--- config.mk ---
export PLATFORM = sky130hd
export DESIGN_NAME = rstclk_sequencer
export DESIGN_NICKNAME = d
export VERILOG_FILES = /design/src/rtl/rcs_pkg.sv /design/src/rtl/rcs_cause_ctl.sv /design/src/rtl/rcs_phase_timer.sv /design/src/rtl/rstclk_sequencer.sv
export SDC_FILE = /design/constraint.sdc
export NUM_CORES = 1
export LEC_CHECK = 0
export ABC_AREA = 1
export ABC_CLOCK_PERIOD_IN_PS = 6800
export BUFFER_PORTS_ARGS = -buffer_cell sky130_fd_sc_hd__buf_2
export CORE_UTILIZATION = 43
export CTS_BUF_LIST = sky130_fd_sc_hd__clkbuf_4 sky130_fd_sc_hd__clkbuf_8
export CTS_CLUSTER_DIAMETER = 80
export DETAILED_ROUTE_END_ITERATION = 8
export PLACE_DENSITY = 0.63
export SKIP_LAST_GASP = 1
export SYNTH_ARGS = -nofsm -noshare
export SYNTH_HDL_FRONTEND = slang
export SYNTH_HIERARCHICAL = 1
export SYNTH_SLANG_ARGS = --single-unit
--- constraint.sdc ---
create_clock -name clk_i -period 6.8 [get_ports clk_i]
set_input_delay 0.34 -clock clk_i [delete_from_list [all_inputs] [get_ports clk_i]]
set_output_delay 0.34 -clock clk_i [all_outputs]
set_load 0.01 [all_outputs]
--- src/rtl/rcs_pkg.sv ---
package rcs_pkg;

  localparam int unsigned SRC_W = 3;
  typedef logic [SRC_W-1:0] src_t;

  typedef enum logic [2:0] {
    PH_SUPPLY = 3'd0,
    PH_OSCD   = 3'd1,
    PH_OST    = 3'd2,
    PH_LOCK   = 3'd3,
    PH_RUN    = 3'd4
  } phase_e;

  localparam src_t SRC_FRC_PLL = 3'd1;
  localparam src_t SRC_PRI     = 3'd2;
  localparam src_t SRC_PRI_PLL = 3'd3;
  localparam src_t SRC_SEC     = 3'd4;

  function automatic logic src_uses_pll(input src_t s);
    return (s == SRC_FRC_PLL) || (s == SRC_PRI_PLL);
  endfunction

  function automatic logic src_uses_ost(input src_t s, input logic xtal);
    return (s == SRC_SEC) || (((s == SRC_PRI) || (s == SRC_PRI_PLL)) && xtal);
  endfunction

endpackage

--- src/rtl/rcs_cause_ctl.sv ---
module rcs_cause_ctl import rcs_pkg::*; #(
  parameter int unsigned N_WARM = 4
) (
  input  logic              clk_i,
  input  logic              rst_ni,
  input  logic              por_i,
  input  logic              bor_i,
  input  logic              supply_ok_i,
  input  logic [N_WARM-1:0] warm_i,
  input  logic              load_i,
  input  src_t              cfg_src_i,
  output logic              any_evt_o,
  output logic              cold_q_o,
  output logic              reload_q_o,
  output src_t              cur_src_o
);

  logic cold_evt;
  logic warm_evt;
  logic [N_WARM:0] warm_or;

  // OR chain over the warm causes
  assign warm_or[0] = 1'b0;
  for (genvar g = 0; g < N_WARM; g++) begin : g_warm
    assign warm_or[g+1] = warm_or[g] | warm_i[g];
  end

  assign cold_evt  = por_i | bor_i | ~supply_ok_i;
  assign warm_evt  = warm_or[N_WARM];
  assign any_evt_o = cold_evt | warm_evt;

  always_ff @(posedge clk_i or negedge rst_ni) begin
    if (!rst_ni) begin
      cold_q_o   <= 1'b1;
      reload_q_o <= 1'b1;
      cur_src_o  <= '0;
    end else if (cold_evt) begin
      cold_q_o   <= 1'b1;
      reload_q_o <= 1'b1;
    end else if (warm_evt) begin
      // a pending cold reload keeps its class
      cold_q_o   <= reload_q_o;
    end else if (load_i) begin
      reload_q_o <= 1'b0;
      if (reload_q_o) cur_src_o <= cfg_src_i;
    end
  end

  // a cold cause marks the reset cold and arms the reload
  p_cold_arms_r1: assert property (@(posedge clk_i) disable iff (!rst_ni)
    cold_evt |=> (cold_q_o && reload_q_o));

  // the load takes the configured source
  p_load_cfg_r1: assert property (@(posedge clk_i) disable iff (!rst_ni)
    (load_i && reload_q_o && !any_evt_o) |=> (cur_src_o == $past(cfg_src_i)));

  // a plain warm reset keeps the source and reports warm
  p_warm_keeps_r2: assert property (@(posedge clk_i) disable iff (!rst_ni)
    (warm_evt && !cold_evt && !reload_q_o) |=> (!cold_q_o && $stable(cur_src_o)));

  // a warm cause cannot cancel a pending cold reload
  p_pending_cold_r3: assert property (@(posedge clk_i) disable iff (!rst_ni)
    (warm_evt && reload_q_o) |=> (cold_q_o && reload_q_o));

endmodule

--- src/rtl/rcs_phase_timer.sv ---
module rcs_phase_timer #(
  parameter int unsigned CNT_W = 11
) (
  input  logic             clk_i,
  input  logic             rst_ni,
  input  logic             clear_i,
  input  logic             step_i,
  input  logic [CNT_W-1:0] limit_i,
  output logic             done_o
);

  logic [CNT_W-1:0] cnt_q;

  assign done_o = step_i && (cnt_q == (limit_i - CNT_W'(1)));

  always_ff @(posedge clk_i or negedge rst_ni) begin
    if (!rst_ni)      cnt_q <= '0;
    else if (clear_i) cnt_q <= '0;
    else if (step_i)  cnt_q <= cnt_q + CNT_W'(1);
  end

  // the count never runs past the limit of the phase it serves
  p_no_overflow_r10: assert property (@(posedge clk_i) disable iff (!rst_ni)
    cnt_q < limit_i);

endmodule

--- src/rtl/rstclk_sequencer.sv ---
module rstclk_sequencer import rcs_pkg::*; #(
  parameter int unsigned N_WARM     = 4,
  parameter int unsigned OSCD_TICKS = 8,
  parameter int unsigned OST_EDGES  = 1024,
  parameter int unsigned LOCK_TICKS = 64
) (
  input  logic              clk_i,
  input  logic              rst_ni,
  input  logic              por_i,
  input  logic              bor_i,
  input  logic [N_WARM-1:0] warm_i,
  input  logic              supply_ok_i,
  input  logic [2:0]        cfg_src_i,
  input  logic              prim_xtal_i,
  input  logic              ref_tick_i,
  input  logic              osc_edge_i,
  output logic              sys_rst_o,
  output logic [2:0]        cur_src_o,
  output logic              cold_rst_o
);

  localparam int unsigned MAX_A   = (OSCD_TICKS > LOCK_TICKS) ? OSCD_TICKS : LOCK_TICKS;
  localparam int unsigned MAX_LEN = (MAX_A > OST_EDGES) ? MAX_A : OST_EDGES;
  localparam int unsigned CNT_W   = $clog2(MAX_LEN + 1);

  phase_e           phase_q, phase_d;
  logic             any_evt;
  logic             reload_q;
  logic             load;
  logic             t_clear, t_step, t_done;
  logic [CNT_W-1:0] t_limit;
  src_t             src_q;

  assign load = !any_evt && (phase_q == PH_SUPPLY);

  rcs_cause_ctl #(.N_WARM(N_WARM)) u_cause (
    .clk_i       (clk_i),
    .rst_ni      (rst_ni),
    .por_i       (por_i),
    .bor_i       (bor_i),
    .supply_ok_i (supply_ok_i),
    .warm_i      (warm_i),
    .load_i      (load),
    .cfg_src_i   (cfg_src_i),
    .any_evt_o   (any_evt),
    .cold_q_o    (cold_rst_o),
    .reload_q_o  (reload_q),
    .cur_src_o   (src_q)
  );

  assign cur_src_o = src_q;

  // select what the shared counter measures in each phase
  always_comb begin
    t_limit = CNT_W'(1);
    t_step  = 1'b0;
    unique case (phase_q)
      PH_OSCD: begin t_limit = CNT_W'(OSCD_TICKS); t_step = ref_tick_i; end
      PH_OST:  begin t_limit = CNT_W'(OST_EDGES);  t_step = osc_edge_i; end
      PH_LOCK: begin t_limit = CNT_W'(LOCK_TICKS); t_step = ref_tick_i; end
      default: ;
    endcase
  end

  always_comb begin
    phase_d = phase_q;
    if (any_evt) begin
      phase_d = PH_SUPPLY;
    end else begin
      unique case (phase_q)
        PH_SUPPLY: phase_d = PH_OSCD;
        PH_OSCD: if (t_done) begin
          if (src_uses_ost(src_q, prim_xtal_i)) phase_d = PH_OST;
          else if (src_uses_pll(src_q))         phase_d = PH_LOCK;
          else                                  phase_d = PH_RUN;
        end
        PH_OST: if (t_done) begin
          if (src_uses_pll(src_q)) phase_d = PH_LOCK;
          else                     phase_d = PH_RUN;
        end
        PH_LOCK: if (t_done) phase_d = PH_RUN;
        default: phase_d = PH_RUN;
      endcase
    end
  end

  assign t_clear = any_evt || (phase_d != phase_q) || (phase_q == PH_SUPPLY);

  rcs_phase_timer #(.CNT_W(CNT_W)) u_timer (
    .clk_i   (clk_i),
    .rst_ni  (rst_ni),
    .clear_i (t_clear),
    .step_i  (t_step),
    .limit_i (t_limit),
    .done_o  (t_done)
  );

  always_ff @(posedge clk_i or negedge rst_ni) begin
    if (!rst_ni) begin
      phase_q   <= PH_SUPPLY;
      sys_rst_o <= 1'b1;
    end else begin
      phase_q   <= phase_d;
      sys_rst_o <= (phase_d != PH_RUN);
    end
  end

  // any reset cause holds the system in reset on the next edge
  p_evt_holds_r4: assert property (@(posedge clk_i) disable iff (!rst_ni)
    any_evt |=> sys_rst_o);

  // release only follows a cycle with good supply
  p_release_supply_r4: assert property (@(posedge clk_i) disable iff (!rst_ni)
    $fell(sys_rst_o) |-> $past(supply_ok_i));

  // the lock wait is entered only for PLL sources
  p_lock_pll_only_r7: assert property (@(posedge clk_i) disable iff (!rst_ni)
    (phase_q == PH_LOCK) |-> src_uses_pll(src_q));

  // the source used by the delay chain is loaded before counting starts
  p_no_count_pending_r9: assert property (@(posedge clk_i) disable iff (!rst_ni)
    (phase_q != PH_SUPPLY) |-> !reload_q);

endmodule

==> run summary, run 1 <==
PLACE
--------------------------------------------------------------------------------------------------
Buffers on Ports ....................................................................           19
Placed wire-length estimate after detailed placement ................................      2875 um
Post-placement cell count ...........................................................          345
Standard cell area after detailed placement .........................................   1874 sq um
GP Congestion .......................................................................       0.9117

CRITICAL PATH
--------------------------------------------------------------------------------------------------
Largest delay share family, worst path .............................................. simple AND/OR/NAND/NOR gates
Critical-path maximum fanout ........................................................            9
Reg2reg end ......................................................................... u_timer/cnt_q[8]$_DFFE_PN0P_
Critical Path Slowest Stage Cell ....................................................      dfrtp_1
Critical Path Max Stage Delay .......................................................      0.50 ns
Critical path's most frequent cell ..................................................      nand2_1
Critical path buffer and inverter count .............................................            5
Critical Setup Path Class ........................................................... flip-flop to flip-flop
Launching point of the worst reg2reg path ........................................... phase_q[0]$_DFF_PN0_
Required time reported for the critical path endpoint ...............................      6.93 ns
Depth of the worst register-to-register path ........................................           29
Worst setup EP type .................................................................    flip-flop
Data arrival at the endpoint of the critical path ...................................      4.13 ns
Critical Path Source Type ...........................................................    flip-flop
Worst R2R Setup Slack ...............................................................      2.80 ns

DIE
--------------------------------------------------------------------------------------------------
Ports placed on the boundary ........................................................           20
Floorplan die area ..................................................................   4138 sq um
Starting density of the core ........................................................       0.4528
Chip height .........................................................................     64.33 um
Width of the die ....................................................................     64.33 um
Core area ...........................................................................   3689 sq um
FP Rows .............................................................................           22

DETAILED ROUTING
--------------------------------------------------------------------------------------------------
Detailed-route via count ............................................................        1,620
Antenna-violating nets left .........................................................            0
DR vias/cell ........................................................................        4.642
Routed wire length ..................................................................      3485 um
Number of violations reported at the end of detailed-routing iteration 0 ............           95
Post-DR wirelength/cell .............................................................     9.986 um
Residual DRC count ..................................................................            0
Drt first pass iters ................................................................            4

LOGIC SYNTHESIS
--------------------------------------------------------------------------------------------------
Dominant cell type by area after synthesis ..........................................      dfrtp_1
Largest cells by area after synthesis ............................................... dfrtp_1 25%, nand2_1 17%, inv_1 9.2%
Share of the yosys chip area belonging to registers .................................       0.3019
Proportion of netlist area held by the largest area contributor .....................       0.2547
Share of synthesized cell area in and, or, nand and nor gates .......................       0.4494
Combinational family with the most area after synthesis ............................. simple AND/OR/NAND/NOR gates
Flip-flop and latch count after synthesis ...........................................           20
Post-Synthesis Mean Instance Area ...................................................  6.400 sq um
Post-synthesis mux area share .......................................................            0
Number of different library cells in the post-synthesis netlist .....................           30
Synthesized instance count ..........................................................          261
Fraction of the mapped netlist area in compound gates ...............................      0.08464
Area share of fa/ha/maj cells after synthesis .......................................      0.01498
Yosys warning total .................................................................            6
Xor and xnor fraction of the mapped netlist area ....................................      0.02622
Cell area after technology mapping ..................................................   1670 sq um

LAYOUT
--------------------------------------------------------------------------------------------------
Finished Layout Cells ...............................................................          349
Flip-flop and latch area ............................................................  504.2 sq um
Area used by multi-input combinational logic ........................................   1036 sq um
Final Instance Area .................................................................   1946 sq um
Fraction of final layout cells with drive strength greater than 1 ...................       0.1728
Fill cell instance count of the final layout ........................................          381
Antenna cell count ..................................................................            0
Area delta synth->final .............................................................       16.48%
Post-layout net count ...............................................................          319

GLOBAL ROUTING
--------------------------------------------------------------------------------------------------
Antenna violations before repair ....................................................            0
Pin count of the biggest net entering global routing ................................           21
Total global routing track utilization ..............................................       0.1869
Total overflow reported by the global router ........................................            0
Global-route wire length before repair ..............................................      6127 um
Vias in the first global route ......................................................        1,396

CTS
--------------------------------------------------------------------------------------------------
TritonCTS buffer count ..............................................................            3
CTS tree ............................................................................          yes
Clock Root Buffer ...................................................................     clkbuf_8
Number of buffers inserted by hold repair at cts ....................................            0
Clock transition time at the flip-flop clock pins of the worst setup and hold paths .      0.07 ns
Number of buffers added for setup after CTS .........................................            0
Level count of the clock H-tree .....................................................            1
Post-CTS Resized ....................................................................            0
Clock sink count ....................................................................           20
Clock latency of the later-clocked register in the worst-skew pair ..................      0.25 ns
Clock buffer depth ..................................................................            2

PWR
--------------------------------------------------------------------------------------------------
Pwr per Cell Area ................................................................... 131.0 nW/um^2
Proportion of total power due to net switching ......................................       0.1972
Static leakage ......................................................................    0.9463 nW
Clock power frac ....................................................................        0.458
Gate power share ....................................................................        0.075
Sequential share of power ...........................................................        0.468
Switching Power .....................................................................     50.28 uW
Cell Int Power ......................................................................     204.7 uW
Maximum ir drop on the vdd rail ..................................................... 0.00009957 V
Sum of internal, switching and leakage power ........................................     255.0 uW

TIMING
--------------------------------------------------------------------------------------------------
Setup total negative slack ..........................................................         0 ns
Setup Skew ..........................................................................  0.001021 ns
Setup repair after global routing missed its margin .................................           no
Number of max-slew violations in the final report ...................................            0
Final setup violation count .........................................................            0
Maximum frequency from static timing analysis .......................................   0.2502 GHz
Crit share post-route ...............................................................       0.5877
Shortest period the worst path allows ...............................................     3.996 ns
Number of failing hold endpoints at the final stage .................................            0

HOLD PATH
--------------------------------------------------------------------------------------------------
Tightest Hold Check Type ............................................................ primary input to async pin

STATUS
--------------------------------------------------------------------------------------------------
Result of the run ................................................................... finished, final reports clean

JOB
--------------------------------------------------------------------------------------------------
Maxcap violations ...................................................................            0

-- power by group through the flow --
stage | clock (mW) | sequential, mW | combinational, mW
finish | 0.117 | 0.119 | 0.0190
global route | 0.125 | 0.119 | 0.0228
CTS | 0.120 | 0.119 | 0.0190
detailed placement | 0 | 0.122 | 0.0190
global placement | 0 | 0.122 | 0.0187
floorplan | 0 | 0.121 | 0.0110
-- worst reg2reg max path: cells and delay by family (launching register included) --
| family | cells | cell delay, ns |
|---|---|---|
| buf+inv | 5 | 0.48 |
| fa+ha+maj | 1 | 0.29 |
| simple gates | 20 | 1.98 |
| compound gates | 3 | 0.61 |
| flops | 1 | 0.50 |
-- placed cells by master (no fill, tap or decap), types with 5 or more instances in the layout --
cell / n
nor3_1: 5
a21oi_1: 8
inv_1: 41
dfrtp_1: 17
nand3_1: 27
nor2_2: 5
nand4_1: 6
conb_1: 20
nand2_1: 74
o21ai_0: 10
buf_2: 19
nand2_2: 7
nor2_1: 27
-- routing by layer --
| metal | GRT usage | vias to the layer above | wire length, um |
|---|---|---|---|
| met4 | 0.04167 | 0 | 19 |
| met2 | 0.2789 | 22 | 1517 |
| met3 | 0.01607 | 2 | 92 |
| li1 | - | 884 | - |
| met5 | 0 | - | 0 |
| met1 | 0.2882 | 712 | 1854 |
-- cells in the mapped netlist, drive strengths merged --
cell,instances
xor2,3
dfstp,3
a211oi,1
a32o,1
o2111ai,1
nand3b,1
o21bai,1
nor3,6
buf,2
clkinv,1
nand3,30
conb,1
nor2,36
o211ai,1
a31oi,1
nand4,6
o21ai,10
nand2,81
inv,46
ha,2
a21oi,8
dfrtp,17
xnor2,2
-- area by class of cell --
cell class | instances | area share
multi-input combinational | 211 | 0.5325
sequential | 20 | 0.2592
inverter | 47 | 0.09196
timing repair buffer | 19 | 0.04887
tap | 48 | 0.03087
clock buffer | 3 | 0.02122
clock inverter | 1 | 0.01543
-- kinds of logic (layout without fill, tap and decap cells) --
group / count (synthesis) / after routing
DFF: 20 / 20
and+or+nand+nor: 160 / 160
buffers and inverters: 49 / 70
other: 1 / 20
adders and majority gates: 2 / 2
AOI/OAI and AO/OA: 24 / 24
xor gates and xnor gates: 5 / 5
-- metrics by stage --
stage,utilization,setup slack [ns],hold WS [ns]
after CTS,0.5275,2.797,0.03901
after global placement,0.5081,2.869,0.3128
after global routing,0.5275,2.266,0.05171
after detailed placement,0.5081,2.820,0.3160
final,0.5275,2.804,0.02546
after floorplan,-,3.543,0.04441
-- flip-flops by register name, summed over array words and instances, names as in the netlist --
| name | count |
|---|---|
| u_timer/cnt_q | 11 |
| phase_q | 3 |
| u_cause/cur_src_o | 3 |
| sys_rst_o | 1 |
| u_cause/cold_q_o | 1 |
| u_cause/reload_q_o | 1 |
-- how the worst max path moves through the flow --
stage                         start                           end  slack, ns  cells after the start
3_5_place_dp   phase_q[0]$_DFF_PN0_  u_timer/cnt_q[8]$_DFFE_PN0P_       2.82                     28
3_3_place_gp   phase_q[0]$_DFF_PN0_  u_timer/cnt_q[8]$_DFFE_PN0P_       2.87                     28
6_report       phase_q[0]$_DFF_PN0_  u_timer/cnt_q[8]$_DFFE_PN0P_       2.80                     29
2_1_floorplan  phase_q[0]$_DFF_PN0_  u_timer/cnt_q[8]$_DFFE_PN0P_       3.54                     30
4_1_cts        phase_q[0]$_DFF_PN0_  u_timer/cnt_q[8]$_DFFE_PN0P_       2.80                     28
5_1_grt        phase_q[0]$_DFF_PN0_  u_timer/cnt_q[9]$_DFFE_PN0P_       2.27                     28
Note: power is estimated with default switching activity, not from simulation.
==> run 2, diff against run 1 <==
--- a/config.mk
+++ b/config.mk
@@ -6,13 +6,13 @@
 export NUM_CORES = 1
 export LEC_CHECK = 0
 export ABC_AREA = 1
-export ABC_CLOCK_PERIOD_IN_PS = 6800
+export ABC_CLOCK_PERIOD_IN_PS = 3300
 export BUFFER_PORTS_ARGS = -buffer_cell sky130_fd_sc_hd__buf_2
 export CORE_UTILIZATION = 43
 export CTS_BUF_LIST = sky130_fd_sc_hd__clkbuf_4 sky130_fd_sc_hd__clkbuf_8
 export CTS_CLUSTER_DIAMETER = 80
 export DETAILED_ROUTE_END_ITERATION = 8
-export PLACE_DENSITY = 0.63
+export PLACE_DENSITY = 0.65
 export SKIP_LAST_GASP = 1
 export SYNTH_ARGS = -nofsm -noshare
 export SYNTH_HDL_FRONTEND = slang
==> constraint.sdc (replaced) <==
create_clock -name clk_i -period 3.3 [get_ports clk_i]
set_input_delay 0.165 -clock clk_i [delete_from_list [all_inputs] [get_ports clk_i]]
set_output_delay 0.165 -clock clk_i [all_outputs]
set_load 0.01 [all_outputs]
==> run 2 against run 1 <==
  * The flow now finishes with violations (negative setup slack)
  * Register-to-register slack lost 2.9 ns
  * Sequential power grew 110%
  * Die area unchanged
  * Utilization up 11 points
  * Critical path type unchanged
  * Largest cell class unchanged
  * Largest power group unchanged
  * Highest routed layer unchanged
==> run summary, run 2 (synthesized netlist as in run 1, its figures left out) <==
DIE
--------------------------------------------------------------------------------------------------
Starting density of the core ........................................................       0.4528   unchanged
FP Rows .............................................................................           22   unchanged
Core area ...........................................................................   3689 sq um   unchanged
Chip height .........................................................................     64.33 um   unchanged
Width of the die ....................................................................     64.33 um   unchanged
Ports placed on the boundary ........................................................           20   unchanged
Floorplan die area ..................................................................   4138 sq um   unchanged

DETAILED ROUTING
--------------------------------------------------------------------------------------------------
Drt first pass iters ................................................................            4   unchanged
Routed wire length ..................................................................      4209 um   was 3485 um
Antenna-violating nets left .........................................................            0   unchanged
DR vias/cell ........................................................................        4.731   was 4.642
Detailed-route via count ............................................................        1,793   was 1,620
Residual DRC count ..................................................................            0   unchanged
Post-DR wirelength/cell .............................................................     11.11 um   was 9.986 um
Number of violations reported at the end of detailed-routing iteration 0 ............          157   was 95

CRITICAL PATH
--------------------------------------------------------------------------------------------------
Critical Setup Path Class ........................................................... flip-flop to flip-flop   unchanged
Critical-path maximum fanout ........................................................            5   was 9
Critical Path Max Stage Delay .......................................................      0.42 ns   was 0.50 ns
Required time reported for the critical path endpoint ...............................      3.49 ns   was 6.93 ns
Critical Path Slowest Stage Cell ....................................................      dfrtp_1   unchanged
Data arrival at the endpoint of the critical path ...................................      3.54 ns   was 4.13 ns
Critical Path Source Type ...........................................................    flip-flop   unchanged
Worst setup EP type .................................................................    flip-flop   unchanged

STATUS
--------------------------------------------------------------------------------------------------
Violations in the final reports ..................................................... negative setup slack
Result of the run ................................................................... finished, violations left   was finished, final reports clean

TIMING
--------------------------------------------------------------------------------------------------
Setup total negative slack ..........................................................  -0.08294 ns   was 0 ns
Setup Skew ..........................................................................  0.001967 ns   was 0.001021 ns
Post-route setup slack ..............................................................  -0.04990 ns   was 2.804 ns
Setup repair after global routing missed its margin .................................          yes   was no
Shortest period the worst path allows ...............................................     3.350 ns   was 3.996 ns
Final setup violation count .........................................................            3   was 0
Crit share post-route ...............................................................        1.015   was 0.5877
Number of max-slew violations in the final report ...................................            0   unchanged
Number of failing hold endpoints at the final stage .................................            0   unchanged
Maximum frequency from static timing analysis .......................................   0.2985 GHz   was 0.2502 GHz

LAYOUT
--------------------------------------------------------------------------------------------------
Post-layout net count ...............................................................          349   was 319
Number of flip-flops under the largest register name ................................           11   unchanged
Share of the core filled with cells .................................................       0.6408   was 0.5275
Finished Layout Cells ...............................................................          379   was 349
Regs by FF count .................................................................... u_timer/cnt_q: 11 flops, phase_q: 3 flops, u_cause/cur_src_o: 3 flops   unchanged
Fraction of final layout cells with drive strength greater than 1 ...................       0.3444   was 0.1728
Antenna cell count ..................................................................            0   unchanged
Highest-count cells in the layout ignoring fill and taps ............................ 66 x nand2_1, 36 x inv_1, 26 x nand3_1   was 74 x nand2_1, 41 x inv_1, 27 x nor2_1, 27 x nand3_1, 20 x conb_1
Area delta synth->final .............................................................       41.50%   was 16.48%
Most common library cell in the layout ignoring fill and taps .......................      nand2_1   unchanged
Top reg by flops .................................................................... u_timer/cnt_q   unchanged

GLOBAL ROUTING
--------------------------------------------------------------------------------------------------
Total overflow reported by the global router ........................................            0   unchanged
Antenna violations before repair ....................................................            0   unchanged
Pin count of the biggest net entering global routing ................................           21   unchanged
Global-route wire length before repair ..............................................      6768 um   was 6127 um
Total global routing track utilization ..............................................       0.2094   was 0.1869
Vias in the first global route ......................................................        1,550   was 1,396

CTS
--------------------------------------------------------------------------------------------------
CTS tree ............................................................................          yes   unchanged
Level count of the clock H-tree .....................................................            1   unchanged
Clock transition time at the flip-flop clock pins of the worst setup and hold paths .      0.07 ns   about the same
Clock buffer depth ..................................................................            2   unchanged
TritonCTS buffer count ..............................................................            3   unchanged
Clock sink count ....................................................................           20   unchanged
Clock latency of the later-clocked register in the worst-skew pair ..................      0.26 ns   was 0.25 ns
Clock Root Buffer ...................................................................     clkbuf_8   unchanged

PLACE
--------------------------------------------------------------------------------------------------
GP Congestion .......................................................................       0.9011   was 0.9117
Buffers on Ports ....................................................................           19   unchanged
Post-placement setup slack ..........................................................  -0.08445 ns   was 2.820 ns
Placed wire-length estimate after detailed placement ................................      3092 um   was 2875 um
Post-placement cell count ...........................................................          369   was 345

HOLD PATH
--------------------------------------------------------------------------------------------------
Tightest Hold Check Type ............................................................ primary input to flip-flop   was primary input to async pin

PWR
--------------------------------------------------------------------------------------------------
Static leakage ......................................................................     1.113 nW   was 0.9463 nW
Pwr per Cell Area ................................................................... 203.0 nW/um^2   was 131.0 nW/um^2
Sum of internal, switching and leakage power ........................................     479.9 uW   was 255.0 uW
Maximum ir drop on the vdd rail .....................................................  0.0001748 V   was 0.00009957 V

JOB
--------------------------------------------------------------------------------------------------
Maxcap violations ...................................................................            0   unchanged

run 2: changes by cell type in the layout (fill, tap and decap cells not counted), moves of 6 or more:
| cell | change |
|---|---|
| nand2_1 | -8 |
| nand2_2 | +6 |
| buf_6 | +8 |
| buf_4 | +21 |
| nor2_4 | +7 |
run 2: metal layers:
metal | track usage | part of all wire | vias to the layer above
met5 | 0 | 0 | -
met4 | 0.1000 | 0.023 | 0
met3 | 0.01607 | 0.041 | 9
met2 | 0.3026 | 0.45 | 47
met1 | 0.3112 | 0.48 | 792
li1 | - | - | 945
run 2: worst max-delay path: cells and delay by family (launching register included):
family | cells | cell delay [ns]
DFF | 1 | 0.42
buffers and inverters | 6 | 0.58
and+or+nand+nor | 21 | 1.97
AOI/OAI and AO/OA | 2 | 0.28
run 2: final cells by class:
type | instances | area (sq um)
timing repair buffer | 49 | 352.8
tap | 48 | 60.06
inverter | 47 | 182.7
clock buffer | 4 | 55.05
multi-input combinational | 211 | 1209
fill | 330 | 1325
sequential | 20 | 504.2
run 2: where the power goes:
group | switching [mW] | internal (mW) | leakage, nW | total, mW
Combinational | 0.0273 | 0.0191 | 0.815 | 0.0463
Clock | 0.0815 | 0.106 | 0.0288 | 0.188
Sequential | 0.000228 | 0.245 | 0.269 | 0.246
run 2: path summary, 6_finish.rpt:
| path | startpoint | to | slack, ns | cells after the start |
|---|---|---|---|---|
| hold reg to reg | u_cause/cold_q_o$_DFFE_PN1P_ | u_cause/cold_q_o$_DFFE_PN1P_ | 0.50 | 2 |
| setup / recovery | phase_q[0]$_DFF_PN0_ | u_timer/cnt_q[9]$_DFFE_PN0P_ | -0.05 | 29 |
| min in group asynchronous | rst_ni | u_timer/cnt_q[9]$_DFFE_PN0P_ | 0.41 | 2 |
| hold / removal | cfg_src_i[2] | u_cause/cur_src_o[2]$_DFFE_PN0P_ | 0.13 | 3 |
| setup reg to reg | phase_q[0]$_DFF_PN0_ | u_timer/cnt_q[9]$_DFFE_PN0P_ | -0.05 | 29 |
| max in group asynchronous | rst_ni | u_cause/cold_q_o$_DFFE_PN1P_ | 2.55 | 2 |
run 2: timing repair:
action,in CTS,in global routing
pin swaps,1,28
gates cloned,0,0
hold endpoints to repair,17,0
hold buffers,1,0
buffers inserted,0,6
endpoints found under the setup margin,6,11
gates resized for setup,3,57
run 2: stage by stage:
stage	instance area, sq um	hold slack [ns]
2_1_floorplan	1742	-0.1306
4_1_cts	2127	0.1269
3_5_place_dp	2054	0.1374
5_1_grt	2364	0.1385
3_3_place_gp	2054	0.1469
6_report	2364	0.1278
==> run 3, diff against run 2 <==
--- a/config.mk
+++ b/config.mk
@@ -5,14 +5,13 @@
 export SDC_FILE = /design/constraint.sdc
 export NUM_CORES = 1
 export LEC_CHECK = 0
-export ABC_AREA = 1
 export ABC_CLOCK_PERIOD_IN_PS = 3300
 export BUFFER_PORTS_ARGS = -buffer_cell sky130_fd_sc_hd__buf_2
 export CORE_UTILIZATION = 43
 export CTS_BUF_LIST = sky130_fd_sc_hd__clkbuf_4 sky130_fd_sc_hd__clkbuf_8
 export CTS_CLUSTER_DIAMETER = 80
 export DETAILED_ROUTE_END_ITERATION = 8
-export PLACE_DENSITY = 0.65
+export PLACE_DENSITY = 0.66
 export SKIP_LAST_GASP = 1
 export SYNTH_ARGS = -nofsm -noshare
 export SYNTH_HDL_FRONTEND = slang
==> run 3 against run 2 <==
  * The flow now finishes without violations
  * Cell area down 25%
  * Global-route usage is 2.1 points lower
  * Wire length decreased by 30%
  * Sequential cell count is the same
  * Cell count decreased by 34%
  * Critical path type unchanged
  * Largest cell class unchanged
  * Largest power group unchanged
==> run summary, run 3 <==
CRITICAL PATH
--------------------------------------------------------------------------------------------------
Worst setup EP type .................................................................    flip-flop   unchanged
Depth of the worst register-to-register path ........................................           11   was 29
Critical Setup Path Class ........................................................... flip-flop to flip-flop   unchanged
Data arrival at the endpoint of the critical path ...................................      3.21 ns   was 3.54 ns
Critical-path maximum fanout ........................................................           11   was 5
Critical Path Source Type ...........................................................    flip-flop   unchanged
Required time reported for the critical path endpoint ...............................      3.47 ns   was 3.49 ns

LOGIC SYNTHESIS
--------------------------------------------------------------------------------------------------
Number of different library cells in the post-synthesis netlist .....................           47   was 30
Largest cells by area after synthesis ............................................... dfrtp_1 29%, xor2_1 7.8%, dfstp_2 5.4%   was dfrtp_1 25%, nand2_1 17%, inv_1 9.2%
Dominant cell type by area after synthesis ..........................................      dfrtp_1   unchanged
Leading cell type by number of instances after synthesis ............................      dfrtp_1   was nand2_1
Number of enable-type register cells in the synthesized netlist .....................            0   unchanged
Synthesized instance count ..........................................................          154   was 261
Most common library cells after synthesis ........................................... 17 x dfrtp_1, 15 x nor2_1, 13 x xor2_1   was 74 x nand2_1, 41 x inv_1, 27 x nand3_1, 27 x nor2_1, 17 x dfrtp_1
Cell area after technology mapping ..................................................   1451 sq um   was 1670 sq um
Asr flop ratio synth ................................................................        1.000   unchanged
Most used DFF post-synth ............................................................      dfrtp_1   unchanged
Post-Synthesis Mean Instance Area ...................................................  9.425 sq um   was 6.400 sq um
Proportion of netlist area held by the largest area contributor .....................       0.2931   was 0.2547
Share of the yosys chip area belonging to registers .................................       0.3474   was 0.3019
Flip-flop and latch count after synthesis ...........................................           20   unchanged
Yosys warning total .................................................................            6   unchanged

PWR
--------------------------------------------------------------------------------------------------
Sum of internal, switching and leakage power ........................................     406.3 uW   was 479.9 uW
Pwr per Cell Area ................................................................... 229.7 nW/um^2   was 203.0 nW/um^2
Cell Int Power ......................................................................     316.5 uW   was 370.8 uW
Proportion of total power due to net switching ......................................       0.2210   was 0.2273
Gate power share ....................................................................        0.094   was 0.097
Static leakage ......................................................................    0.7714 nW   was 1.113 nW
Sequential share of power ...........................................................        0.604   was 0.512
Switching Power .....................................................................     89.80 uW   was 109.1 uW
Clock power frac ....................................................................        0.301   was 0.392
Maximum ir drop on the vdd rail .....................................................  0.0002644 V   was 0.0001748 V

CTS
--------------------------------------------------------------------------------------------------
Number of buffers inserted by hold repair at cts ....................................            1   unchanged
Clock Root Buffer ...................................................................     clkbuf_4   was clkbuf_8
Post-CTS Resized ....................................................................            0   was 3
Clock buffer depth ..................................................................            2   unchanged
TritonCTS buffer count ..............................................................            3   unchanged
Number of buffers added for setup after CTS .........................................            0   unchanged
Level count of the clock H-tree .....................................................            1   unchanged
CTS tree ............................................................................          yes   unchanged
Clock transition time at the flip-flop clock pins of the worst setup and hold paths .      0.10 ns   was 0.07 ns
Clock sink count ....................................................................           20   unchanged
Clock latency of the later-clocked register in the worst-skew pair ..................      0.29 ns   was 0.26 ns

PLACE
--------------------------------------------------------------------------------------------------
Buffers on Ports ....................................................................           19   unchanged
Placed wire-length estimate after detailed placement ................................      2364 um   was 3092 um
Post-placement cell count ...........................................................          245   was 369
GP Congestion .......................................................................       0.8367   was 0.9011

LAYOUT
--------------------------------------------------------------------------------------------------
Most common library cell in the layout ignoring fill and taps .......................       conb_1   was nand2_1
Fraction of final layout cells with drive strength greater than 1 ...................       0.2039   was 0.3444
Area delta synth->final .............................................................       21.90%   was 41.50%
Fill cell instance count of the final layout ........................................          305   was 330
Highest-count cells in the layout ignoring fill and taps ............................ 29 x conb_1, 19 x buf_2, 17 x dfrtp_1   was 66 x nand2_1, 36 x inv_1, 26 x nand3_1
Number of flip-flops under the largest register name ................................           11   unchanged
Regs by FF count .................................................................... u_timer/cnt_q: 11 flops, phase_q: 3 flops, u_cause/cur_src_o: 3 flops   unchanged
Antenna cell count ..................................................................            0   unchanged
Top reg by flops .................................................................... u_timer/cnt_q   unchanged
Finished Layout Cells ...............................................................          250   was 379
Flip-flop and latch area ............................................................  504.2 sq um   unchanged
Post-layout net count ...............................................................          224   was 349
Area used by multi-input combinational logic ........................................   1022 sq um   was 1209 sq um

TIMING
--------------------------------------------------------------------------------------------------
Setup repair after global routing missed its margin .................................           no   was yes
Final setup violation count .........................................................            0   was 3
Setup total negative slack ..........................................................         0 ns   was -0.08294 ns
Maximum frequency from static timing analysis .......................................   0.3288 GHz   was 0.2985 GHz
Setup Skew ..........................................................................  0.007387 ns   was 0.001967 ns
Number of failing hold endpoints at the final stage .................................            0   unchanged
Slew headroom .......................................................................       0.5901
Number of max-slew violations in the final report ...................................            0   unchanged
Shortest period the worst path allows ...............................................     3.041 ns   was 3.350 ns
Crit share post-route ...............................................................       0.9215   was 1.015
Worst hold-check slack ..............................................................   0.09504 ns   was 0.1278 ns
Actual transition at the worst max-transition pin ...................................    0.6122 ns

DETAILED ROUTING
--------------------------------------------------------------------------------------------------
Residual DRC count ..................................................................            0   unchanged
Antenna-violating nets left .........................................................            0   unchanged
Detailed-route via count ............................................................        1,231   was 1,793
Number of violations reported at the end of detailed-routing iteration 0 ............           48   was 157
Drt first pass iters ................................................................            4   unchanged
Post-DR wirelength/cell .............................................................     11.78 um   was 11.11 um
DR vias/cell ........................................................................        4.924   was 4.731
Routed wire length ..................................................................      2945 um   was 4209 um

DIE
--------------------------------------------------------------------------------------------------
Width of the die ....................................................................     60.10 um   was 64.33 um
Starting density of the core ........................................................       0.4640   was 0.4528
FP Rows .............................................................................           20   was 22
Core area ...........................................................................   3128 sq um   was 3689 sq um
Ports placed on the boundary ........................................................           20   unchanged
Chip height .........................................................................     60.10 um   was 64.33 um
Floorplan die area ..................................................................   3611 sq um   was 4138 sq um

GLOBAL ROUTING
--------------------------------------------------------------------------------------------------
Vias in the first global route ......................................................        1,113   was 1,550
Pin count of the biggest net entering global routing ................................           21   unchanged
Total global routing track utilization ..............................................       0.1888   was 0.2094
Total overflow reported by the global router ........................................            0   unchanged
Global-route wire length before repair ..............................................      4968 um   was 6768 um
Antenna violations before repair ....................................................            0   unchanged

HOLD PATH
--------------------------------------------------------------------------------------------------
Tightest Hold Check Type ............................................................ primary input to flip-flop   unchanged
Min-Delay Path Depth ................................................................            2   was 3

STATUS
--------------------------------------------------------------------------------------------------
Result of the run ................................................................... finished, final reports clean   was finished, violations left

JOB
--------------------------------------------------------------------------------------------------
Maxcap violations ...................................................................            0   unchanged

## run 3: changes by cell type after synthesis, sizes merged, moves of 5 or more
cell | before | now
o21ai | 10 | 2
nor2 | 36 | 15
inv | 46 | 4
xnor2 | 2 | 8
nor3b | 0 | 6
xor2 | 3 | 13
nand3 | 30 | 6
and3 | 0 | 5
nand2 | 81 | 12
## run 3: power by group through the flow
stage	Clock [mW]	Combinational, mW	Sequential [mW]
2_1_floorplan	0	0.0200	0.250
3_3_place_gp	0	0.0361	0.250
3_5_place_dp	0	0.0371	0.250
4_1_cts	0.129	0.0381	0.245
5_1_grt	0.140	0.0434	0.246
6_report	0.123	0.0384	0.245
## run 3: area by class of cell
class	count	area share
inverters	4	0.008487
multi-input cells	153	0.5778
repair buffers	25	0.08062
well taps	44	0.03112
flip-flops and latches	20	0.2850
clock buffers	4	0.01697
## run 3: per-stage QoR
stage / worst slack (ns) / utilization / cell area, sq um
floorplan: 0.1519 / - / 1562
global placement: 0.3128 / 0.5528 / 1729
detailed placement: 0.2354 / 0.5528 / 1729
CTS: 0.2145 / 0.5656 / 1769
global route: 0.02095 / 0.5656 / 1769
finish: 0.2589 / 0.5656 / 1769
## run 3: path summary, 6_finish.rpt
path	start	slack [ns]	endpoint
min in group asynchronous	rst_ni	0.39	u_timer/cnt_q[10]$_DFFE_PN0P_
min	cfg_src_i[0]	0.1	u_cause/cur_src_o[0]$_DFFE_PN0P_
min reg2reg	u_cause/reload_q_o$_DFFE_PN1P_	0.57	u_cause/cold_q_o$_DFFE_PN1P_
max reg2reg	phase_q[2]$_DFF_PN0_	0.26	u_timer/cnt_q[0]$_DFFE_PN0P_
max in group asynchronous	rst_ni	2.56	sys_rst_o$_DFF_PN1_
max	phase_q[2]$_DFF_PN0_	0.26	u_timer/cnt_q[0]$_DFFE_PN0P_
## run 3: critical path, stage by stage (launching register included)
cell and delay, ns:
dfrtp_1 0.47, inv_1 0.14, o21ai_0 0.18, inv_1 0.10, ha_1 0.20, nand2b_1 0.15
o31a_2 0.31, or4_4 0.54, a2111oi_2 0.27, or3_1 0.17, a21o_1 0.31, nor2_1 0.09
## run 3: logic make-up (layout without fill, tap and decap cells)
family                   Yosys count  count (layout)  synth area share
multiplexers                       7               7           0.05086
AND/OR/NAND/NOR                   73              73            0.3198
buffers and inverters              9              33           0.02413
flip-flops                        20              20            0.3474
adder cells (fa/ha/maj)            2               2           0.01724
other                              1              29          0.002584
XOR/XNOR                          21              21            0.1267
AO/OA/AOI/OAI                     21              21            0.1112
## run 3: per-layer routing
metal / GRT usage / routed length, um
met1: 0.2289 / 1317
met2: 0.3381 / 1548
met3: 0.02165 / 53
met4: 0.07309 / 25
met5: 0 / 0
